## src/rtl/pio_cyc_pkg.sv

```systemverilog
package pio_cyc_pkg;
  localparam int IDX_W  = 3;
  localparam int DATA_W = 8;
  localparam int ACT_W  = 4;
  localparam int REC_W  = 4;
  localparam int SET_W  = 2;
  localparam int NUM_SETS = 2;
  localparam int CNT_W  = REC_W + 1;

  localparam logic [IDX_W-1:0] IDX_RD_TIM = 3'd0;
  localparam logic [IDX_W-1:0] IDX_WR_TIM = 3'd1;
  localparam logic [IDX_W-1:0] IDX_CTRL   = 3'd3;
  localparam logic [IDX_W-1:0] IDX_STRAP  = 3'd5;
  localparam logic [IDX_W-1:0] IDX_MISC   = 3'd6;
  localparam logic [DATA_W-1:0] CTRL_SPLIT = 8'h85;

  typedef enum logic [1:0] {PH_IDLE, PH_SETUP, PH_ACTIVE, PH_RECOV} phase_e;

  typedef struct packed {
    logic [SET_W-1:0] setup_m1;
    logic [ACT_W-1:0] act_m1;
    logic [REC_W-1:0] rec_m2;
  } timing_t;
endpackage

```

## src/rtl/pio_cyc_regs.sv

```systemverilog
module pio_cyc_regs
  import pio_cyc_pkg::*;
#(
  parameter bit STRAP_SLOW = 1'b0
) (
  input  logic              clk_i,
  input  logic              rst_ni,
  input  logic              we_i,
  input  logic [IDX_W-1:0]  idx_i,
  input  logic [DATA_W-1:0] wdata_i,
  output logic [DATA_W-1:0] rdata_o,
  input  logic              drive_i,
  input  logic              write_i,
  output timing_t           tim_o
);
  logic [DATA_W-1:0] ctrl_q, misc_q;
  logic [NUM_SETS-1:0][DATA_W-1:0] rd_all, wr_all;
  logic sel;
  logic use_set;
  logic [DATA_W-1:0] tim_byte;

  assign sel = misc_q[0];

  always_ff @(posedge clk_i or negedge rst_ni) begin
    if (!rst_ni) begin
      ctrl_q <= '0;
      misc_q <= '0;
    end else if (we_i) begin
      if (idx_i == IDX_CTRL) ctrl_q <= wdata_i;
      if (idx_i == IDX_MISC) misc_q <= wdata_i;
    end
  end

  for (genvar g = 0; g < NUM_SETS; g++) begin : g_set
    logic [DATA_W-1:0] rd_q, wr_q;
    always_ff @(posedge clk_i or negedge rst_ni) begin
      if (!rst_ni) begin
        rd_q <= '0;
        wr_q <= '0;
      end else if (we_i && (32'(sel) == g)) begin
        if (idx_i == IDX_RD_TIM) rd_q <= wdata_i;
        if (idx_i == IDX_WR_TIM) wr_q <= wdata_i;
      end
    end
    assign rd_all[g] = rd_q;
    assign wr_all[g] = wr_q;
  end

  always_comb begin
    unique case (idx_i)
      IDX_RD_TIM: rdata_o = rd_all[sel];
      IDX_WR_TIM: rdata_o = wr_all[sel];
      IDX_CTRL:   rdata_o = ctrl_q;
      IDX_STRAP:  rdata_o = {{(DATA_W-1){1'b0}}, STRAP_SLOW};
      IDX_MISC:   rdata_o = misc_q;
      default:    rdata_o = '0;
    endcase
  end

  // per-drive split only with the exact control value
  assign use_set  = (ctrl_q == CTRL_SPLIT) ? drive_i : 1'b0;
  assign tim_byte = write_i ? wr_all[use_set] : rd_all[use_set];
  assign tim_o.setup_m1 = misc_q[4 +: SET_W];
  assign tim_o.act_m1   = tim_byte[REC_W +: ACT_W];
  assign tim_o.rec_m2   = tim_byte[REC_W-1:0];


  set_a_write_chk: assert property (@(posedge clk_i) disable iff (!rst_ni)
    (we_i && idx_i == IDX_RD_TIM && !sel) |=> (rd_all[0] == $past(wdata_i)));

  set_b_hold_chk: assert property (@(posedge clk_i) disable iff (!rst_ni)
    (!sel) |=> $stable(wr_all[1]) || $past(!rst_ni));
endmodule

```

## src/rtl/pio_cyc_seq.sv

```systemverilog
module pio_cyc_seq
  import pio_cyc_pkg::*;
(
  input  logic    clk_i,
  input  logic    rst_ni,
  input  logic    req_i,
  input  logic    write_i,
  input  timing_t tim_i,
  output logic    busy_o,
  output logic    rd_strobe_o,
  output logic    wr_strobe_o,
  output logic    done_o
);
  phase_e ph_q;
  logic [CNT_W-1:0] cnt_q;
  timing_t tim_q;
  logic dir_q;
  logic last;

  assign last = (cnt_q == '0);

  always_ff @(posedge clk_i or negedge rst_ni) begin
    if (!rst_ni) begin
      ph_q  <= PH_IDLE;
      cnt_q <= '0;
      tim_q <= '0;
      dir_q <= 1'b0;
    end else begin
      unique case (ph_q)
        PH_IDLE: if (req_i) begin
          ph_q  <= PH_SETUP;
          cnt_q <= CNT_W'(tim_i.setup_m1);
          tim_q <= tim_i;
          dir_q <= write_i;
        end
        PH_SETUP: if (last) begin
          ph_q  <= PH_ACTIVE;
          cnt_q <= CNT_W'(tim_q.act_m1);
        end else cnt_q <= cnt_q - 1'b1;
        PH_ACTIVE: if (last) begin
          ph_q  <= PH_RECOV;
          cnt_q <= CNT_W'(tim_q.rec_m2) + 1'b1;
        end else cnt_q <= cnt_q - 1'b1;
        PH_RECOV: if (last) ph_q <= PH_IDLE;
                  else cnt_q <= cnt_q - 1'b1;
        default: ph_q <= PH_IDLE;
      endcase
    end
  end

  assign busy_o      = (ph_q != PH_IDLE);
  assign rd_strobe_o = (ph_q == PH_ACTIVE) && !dir_q;
  assign wr_strobe_o = (ph_q == PH_ACTIVE) && dir_q;
  assign done_o      = (ph_q == PH_RECOV) && last;


  idle_after_done_chk: assert property (@(posedge clk_i) disable iff (!rst_ni)
    done_o |=> !busy_o);

  accept_needs_req_chk: assert property (@(posedge clk_i) disable iff (!rst_ni)
    (!busy_o && !req_i) |=> !busy_o);

  strobe_after_setup_chk: assert property (@(posedge clk_i) disable iff (!rst_ni)
    $rose(rd_strobe_o || wr_strobe_o) |-> $past(ph_q) == PH_SETUP);

  no_strobe_on_done_chk: assert property (@(posedge clk_i) disable iff (!rst_ni)
    done_o |-> !(rd_strobe_o || wr_strobe_o));

  snapshot_hold_chk: assert property (@(posedge clk_i) disable iff (!rst_ni)
    (busy_o && $past(busy_o)) |-> ($stable(tim_q) && $stable(dir_q)));
endmodule

```

## src/rtl/pio_cyc_gen.sv

```systemverilog
module pio_cyc_gen
  import pio_cyc_pkg::*;
#(
  parameter bit STRAP_SLOW = 1'b0
) (
  input  logic              clk_i,
  input  logic              rst_ni,
  input  logic              reg_we_i,
  input  logic [IDX_W-1:0]  reg_idx_i,
  input  logic [DATA_W-1:0] reg_wdata_i,
  output logic [DATA_W-1:0] reg_rdata_o,
  input  logic              req_i,
  input  logic              req_drive_i,
  input  logic              req_write_i,
  output logic              busy_o,
  output logic              rd_strobe_o,
  output logic              wr_strobe_o,
  output logic              done_o
);
  timing_t tim;

  pio_cyc_regs #(.STRAP_SLOW(STRAP_SLOW)) u_regs (
    .clk_i   (clk_i),
    .rst_ni  (rst_ni),
    .we_i    (reg_we_i),
    .idx_i   (reg_idx_i),
    .wdata_i (reg_wdata_i),
    .rdata_o (reg_rdata_o),
    .drive_i (req_drive_i),
    .write_i (req_write_i),
    .tim_o   (tim)
  );

  pio_cyc_seq u_seq (
    .clk_i       (clk_i),
    .rst_ni      (rst_ni),
    .req_i       (req_i),
    .write_i     (req_write_i),
    .tim_i       (tim),
    .busy_o      (busy_o),
    .rd_strobe_o (rd_strobe_o),
    .wr_strobe_o (wr_strobe_o),
    .done_o      (done_o)
  );


  one_strobe_chk: assert property (@(posedge clk_i) disable iff (!rst_ni)
    $countones({rd_strobe_o, wr_strobe_o}) <= 1);
endmodule

```

## config.mk

```make
export PLATFORM = sky130hd
export DESIGN_NAME = pio_cyc_gen
export DESIGN_NICKNAME = d
export VERILOG_FILES = /design/src/rtl/pio_cyc_pkg.sv /design/src/rtl/pio_cyc_regs.sv /design/src/rtl/pio_cyc_seq.sv /design/src/rtl/pio_cyc_gen.sv
export SDC_FILE = /design/constraint.sdc
export NUM_CORES = 1
export LEC_CHECK = 0
export ABC_AREA = 1
export BUFFER_PORTS_ARGS = -buffer_cell sky130_fd_sc_hd__buf_2
export CORE_ASPECT_RATIO = 0.6
export CORE_UTILIZATION = 42
export DETAILED_ROUTE_END_ITERATION = 8
export GPL_ROUTABILITY_DRIVEN = 0
export GPL_TIMING_DRIVEN = 0
export HOLD_SLACK_MARGIN = 0.03
export PLACE_DENSITY = 0.68
export SYNTH_ARGS = -nofsm -noshare
export SYNTH_HDL_FRONTEND = slang
export SYNTH_SLANG_ARGS = --single-unit
```

## constraint.sdc

```tcl
create_clock -name clk_i -period 3.32 [get_ports clk_i]
set_input_delay 0.664 -clock clk_i [delete_from_list [all_inputs] [get_ports clk_i]]
set_output_delay 0.664 -clock clk_i [all_outputs]
set_load 0.01 [all_outputs]
```

==> results <==
- The average footprint of a synthesized cell is between 7 and 8 um^2.
- Walking the worst path, the cells encountered are buf_2 > clkbuf_1 > o21ai_0 > nand2_1 > nand4_1 > buf_2.
- Measured against its own limit, the worst slew margin works out to a little over two fifths.
- Sequential elements use between 40% and 50% of the synthesized area.
- The initial DRC count is between 200 and 300.
- The number of rows in the core area is 26.
- STA puts the critical path data required time at about 2.7 ns.
- The repair_antennas step left the layout with diodes totalling 0.
- The first-pass GRT wire length is approximately 16 mm.
- The first TritonRoute pass finished after 5 iterations.
- The total congestion overflow is 0.
- The residual DRC count is 0.
- 29 I/O pins were placed.
- The H-tree depth is 3.
- The primary flip-flop cell chosen by synthesis mapping is sky130_fd_sc_hd__dfrtp_1.
- The fmax is 396 MHz.
- On the critical path the largest part of the delay comes from buffers and inverters.
- Registers take about 1600 um^2.
- The flow ran to the end, and the final reports show no timing, DRC or antenna violations.
- The leakage power total is approximately 2.2 nW.
- The synthesized design spends more area on one cell type than any other, namely sky130_fd_sc_hd__dfrtp_1.
- The number of buffers created by CTS is 9.
- The Yosys warning count is 0.
- Counting both buffers and inverters, the worst setup path holds a total of 3.
- STA classifies the critical path startpoint as a flop.
- The count of maximum capacitance violations is 0.
- The proportion of register bits with asynchronous set or reset after synthesis is 100%.
- The total via count after detailed routing is 3301.
- The portion of the clock cycle consumed by the worst path in the final layout is 76.0%.
- The largest net degree at the start of global routing is 65.
- The number of hold buffers added after cts is 0.
- The final number of max-transition violations was 0.
- The width of the chip is ~120 um.
- The total of flip-flops plus latches after synthesis is between 60 and 70.
- The per-cell via count in the routed design is 5.24.
- The count of endpoints failing setup in the final report is 0.
- Along the worst path, the maximum fanout reaches 10.
- The die extent in y is about 75 um.
- The top cell types in the final layout, fill and taps aside, are 166 x sky130_fd_sc_hd__nand2_1, 64 x sky130_fd_sc_hd__dfrtp_1, 55 x sky130_fd_sc_hd__inv_1, 30 x sky130_fd_sc_hd__o21ai_0, 30 x sky130_fd_sc_hd__o21ai_2.
- After synthesis, the cell types taking the most area are sky130_fd_sc_hd__dfrtp_1 43%, sky130_fd_sc_hd__nand2_1 17%, sky130_fd_sc_hd__o21ai_2 7.0%.
- The arrival time reported for the critical path endpoint is ~1.9 ns.
- The cell area after technology mapping is around 3700 um^2.
- From synthesis to final layout, the design area changed by 15.2%.
- The category of the critical setup timing path is flop to output pin.
- After detailed routing, the average wire length per cell comes to approximately 15 um.
- The largest single stage delay on the critical path is between 0.3 and 0.4 ns.
- For the worst-skew pair, the clock arrives at the later sink with an insertion delay of between 0.3 and 0.4 ns.
- The largest clock skew in the final design is 0.00309 ns.
- The largest buffer count on any clock path is 2.
- The count of buffers added by post-CTS timing repair for setup is 0.
- Clock tree synthesis selected as its root buffer the cell sky130_fd_sc_hd__clkbuf_16.
- CTS saw 64 sinks.
- Once detail routing completed, the nets flagged for antenna violations numbered 0.
- The post-layout minimum cycle time is about 2.5 ns.
- The post-synthesis cell type count is 26.
- The total count of hold-check failures in the final report is 0.
- The placeable core area is approximately 8600 um^2.
- For this design, the slowest cell found on the critical path is sky130_fd_sc_hd__clkbuf_1.
- The completed layout was analyzed and its total power is ~3.1 mW.
- The count of instances resized after the clock tree is built is 0.
- The initial antenna violation count was 0.
- The type of element capturing the critical path is an output pin.
- The number of global-route vias before repair is around 3300.
- Buffers placed on the I/O ports in this run total 28.
- The die outline area is just over 9000 um^2.
- The filler cell count in the final layout is roughly 830.
- The initial cell density of the core is a little over two fifths.
- Synthesis produced a netlist whose cell count is 474.
- The cell that appears most often on the critical path is sky130_fd_sc_hd__buf_2.
- At the end of the flow, the number of nets in the layout was 537.
- The multi-input combinational cells in the finished layout cover a total of roughly 1800 um^2.
- At the pin with the least slew margin, the transition time is about 0.84 ns.
- The library cell used most frequently in the layout, excluding fill and tap cells, is sky130_fd_sc_hd__nand2_1.
- The final-layout setup total negative slack is 0 ns.
- Once detailed placement completed, the half-perimeter wirelength came to between 7 and 8 mm.
- The worst hold path belongs to the class primary input to async pin.
- IR analysis of the VDD net gives a maximum drop of ~0.37 mV.
- Setup repair after global routing left no endpoint under its margin.
- The post-synthesis net count is 498.
- The number of enable-type register cells in the synthesized netlist is 0.
- Clock-pin slew was measured on the worst setup and hold paths at about 0.05 ns.
- The share of cells above drive strength 1 is 21.4%.
- Global routing used 23.5% of the available tracks across all layers.
- The final layout contains routed wiring with a total length of around 9.7 mm.
- For this design the ratio of total power to cell area is 721 nW/um^2.
- The final hold slack is between 0.4 and 0.5 ns.
- The CTS tree is done.
- The fraction of post-synthesis cell area in the top cell type by area is a little over two fifths.
per-stage QoR:
stage	worst slack [ns]	std cells	utilization, %	area [um^2]
detailed placement	1.01	614	46.9	4020
floorplan	1.35	474	-	3730
global route	0.700	630	50.3	4300
finish	0.797	630	50.3	4300
CTS	0.834	630	50.3	4300
global placement	1.01	614	46.9	4010
cell families (layout without fill, tap and decap cells):
family | count (synthesis) | after routing | synth area share [%]
XOR/XNOR | 1 | 1 | 0.235
adder cells (fa/ha/maj) | 7 | 7 | 2.35
AND/OR/NAND/NOR | 244 | 244 | 30.3
buffers and inverters | 71 | 115 | 8.98
flip-flops | 64 | 64 | 42.9
AO/OA/AOI/OAI | 87 | 87 | 15.2
worst register-to-register path: stages, from the launching register on:
cell and delay, ns:
sky130_fd_sc_hd__dfrtp_1 0.39, sky130_fd_sc_hd__inv_1 0.11, sky130_fd_sc_hd__ha_1 0.25, sky130_fd_sc_hd__nand3_1 0.19
sky130_fd_sc_hd__inv_2 0.15, sky130_fd_sc_hd__nand2_1 0.12, sky130_fd_sc_hd__nand2_1 0.17, sky130_fd_sc_hd__nor2_1 0.07
sky130_fd_sc_hd__o21ai_1 0.08, sky130_fd_sc_hd__nand2_1 0.06
flip-flops by register name, indices dropped and copies added (netlist names):
name,flops
u_regs.g_set.rd_q,16
u_regs.misc_q,8
u_seq.tim_q,8
u_regs.ctrl_q,8
u_regs.g_set.wr_q,16
u_seq.dir_q,1
u_seq.cnt_q,5
u_seq.ph_q,2
cell type report:
cell class / instances / share of cell area (%)
Tap cell: 112 / 3.26
Clock buffer: 13 / 6.28
Inverter: 58 / 5.06
Buffer: 13 / 2.73
Sequential cell: 64 / 37.2
Multi-Input combinational cell: 339 / 41.8
Timing Repair Buffer: 28 / 3.32
Clock inverter: 3 / 0.349
report_power, final:
part	internal [mW]	switching [mW]
registers	0.996	0.171
clock network	0.562	0.338
logic	0.375	0.658
total	1.93	1.17
routing by layer:
metal | share of wire (%) | global-route usage, %
met5 | 0 | 0
met4 | 1.2 | 8.03
met3 | 6.1 | 7.20
met2 | 42 | 35.3
met1 | 50 | 32.3
path summary, 6_finish.rpt:
check                                         from                       to  slack [ns]  cells after the start
max in group asynchronous                   rst_ni  u_regs.g_set[1].rd_q[2]        2.33                      1
setup reg to reg                    u_seq.cnt_q[0]           u_seq.cnt_q[0]        1.62                      9
hold / removal                              rst_ni  u_regs.g_set[1].wr_q[5]        0.43                      1
setup / recovery                  u_regs.misc_q[0]           reg_rdata_o[7]        0.80                      6
hold reg to reg            u_regs.g_set[0].rd_q[5]  u_regs.g_set[0].rd_q[5]        0.48                      2
min in group clk_i         u_regs.g_set[0].rd_q[5]  u_regs.g_set[0].rd_q[5]        0.48                      2
cell usage after synthesis, types with 2 or more instances:
master                       n
sky130_fd_sc_hd__o21ai_1    12
sky130_fd_sc_hd__inv_1      55
sky130_fd_sc_hd__nor2_1     16
sky130_fd_sc_hd__nand2_2    10
sky130_fd_sc_hd__buf_6       9
sky130_fd_sc_hd__nor2_4      3
sky130_fd_sc_hd__nand3_1    20
sky130_fd_sc_hd__o21ai_2    30
sky130_fd_sc_hd__nand2_1   166
sky130_fd_sc_hd__o21ai_0    30
sky130_fd_sc_hd__nand2_4     6
sky130_fd_sc_hd__clkbuf_1    2
sky130_fd_sc_hd__nand4_1    16
sky130_fd_sc_hd__inv_2       3
sky130_fd_sc_hd__dfrtp_1    64
sky130_fd_sc_hd__nor2_8      2
sky130_fd_sc_hd__a21oi_1     7
sky130_fd_sc_hd__ha_1        7
sky130_fd_sc_hd__o211ai_1    8
sky130_fd_sc_hd__nor2_2      2
No activity file was read; power rests on OpenSTA's default activity.
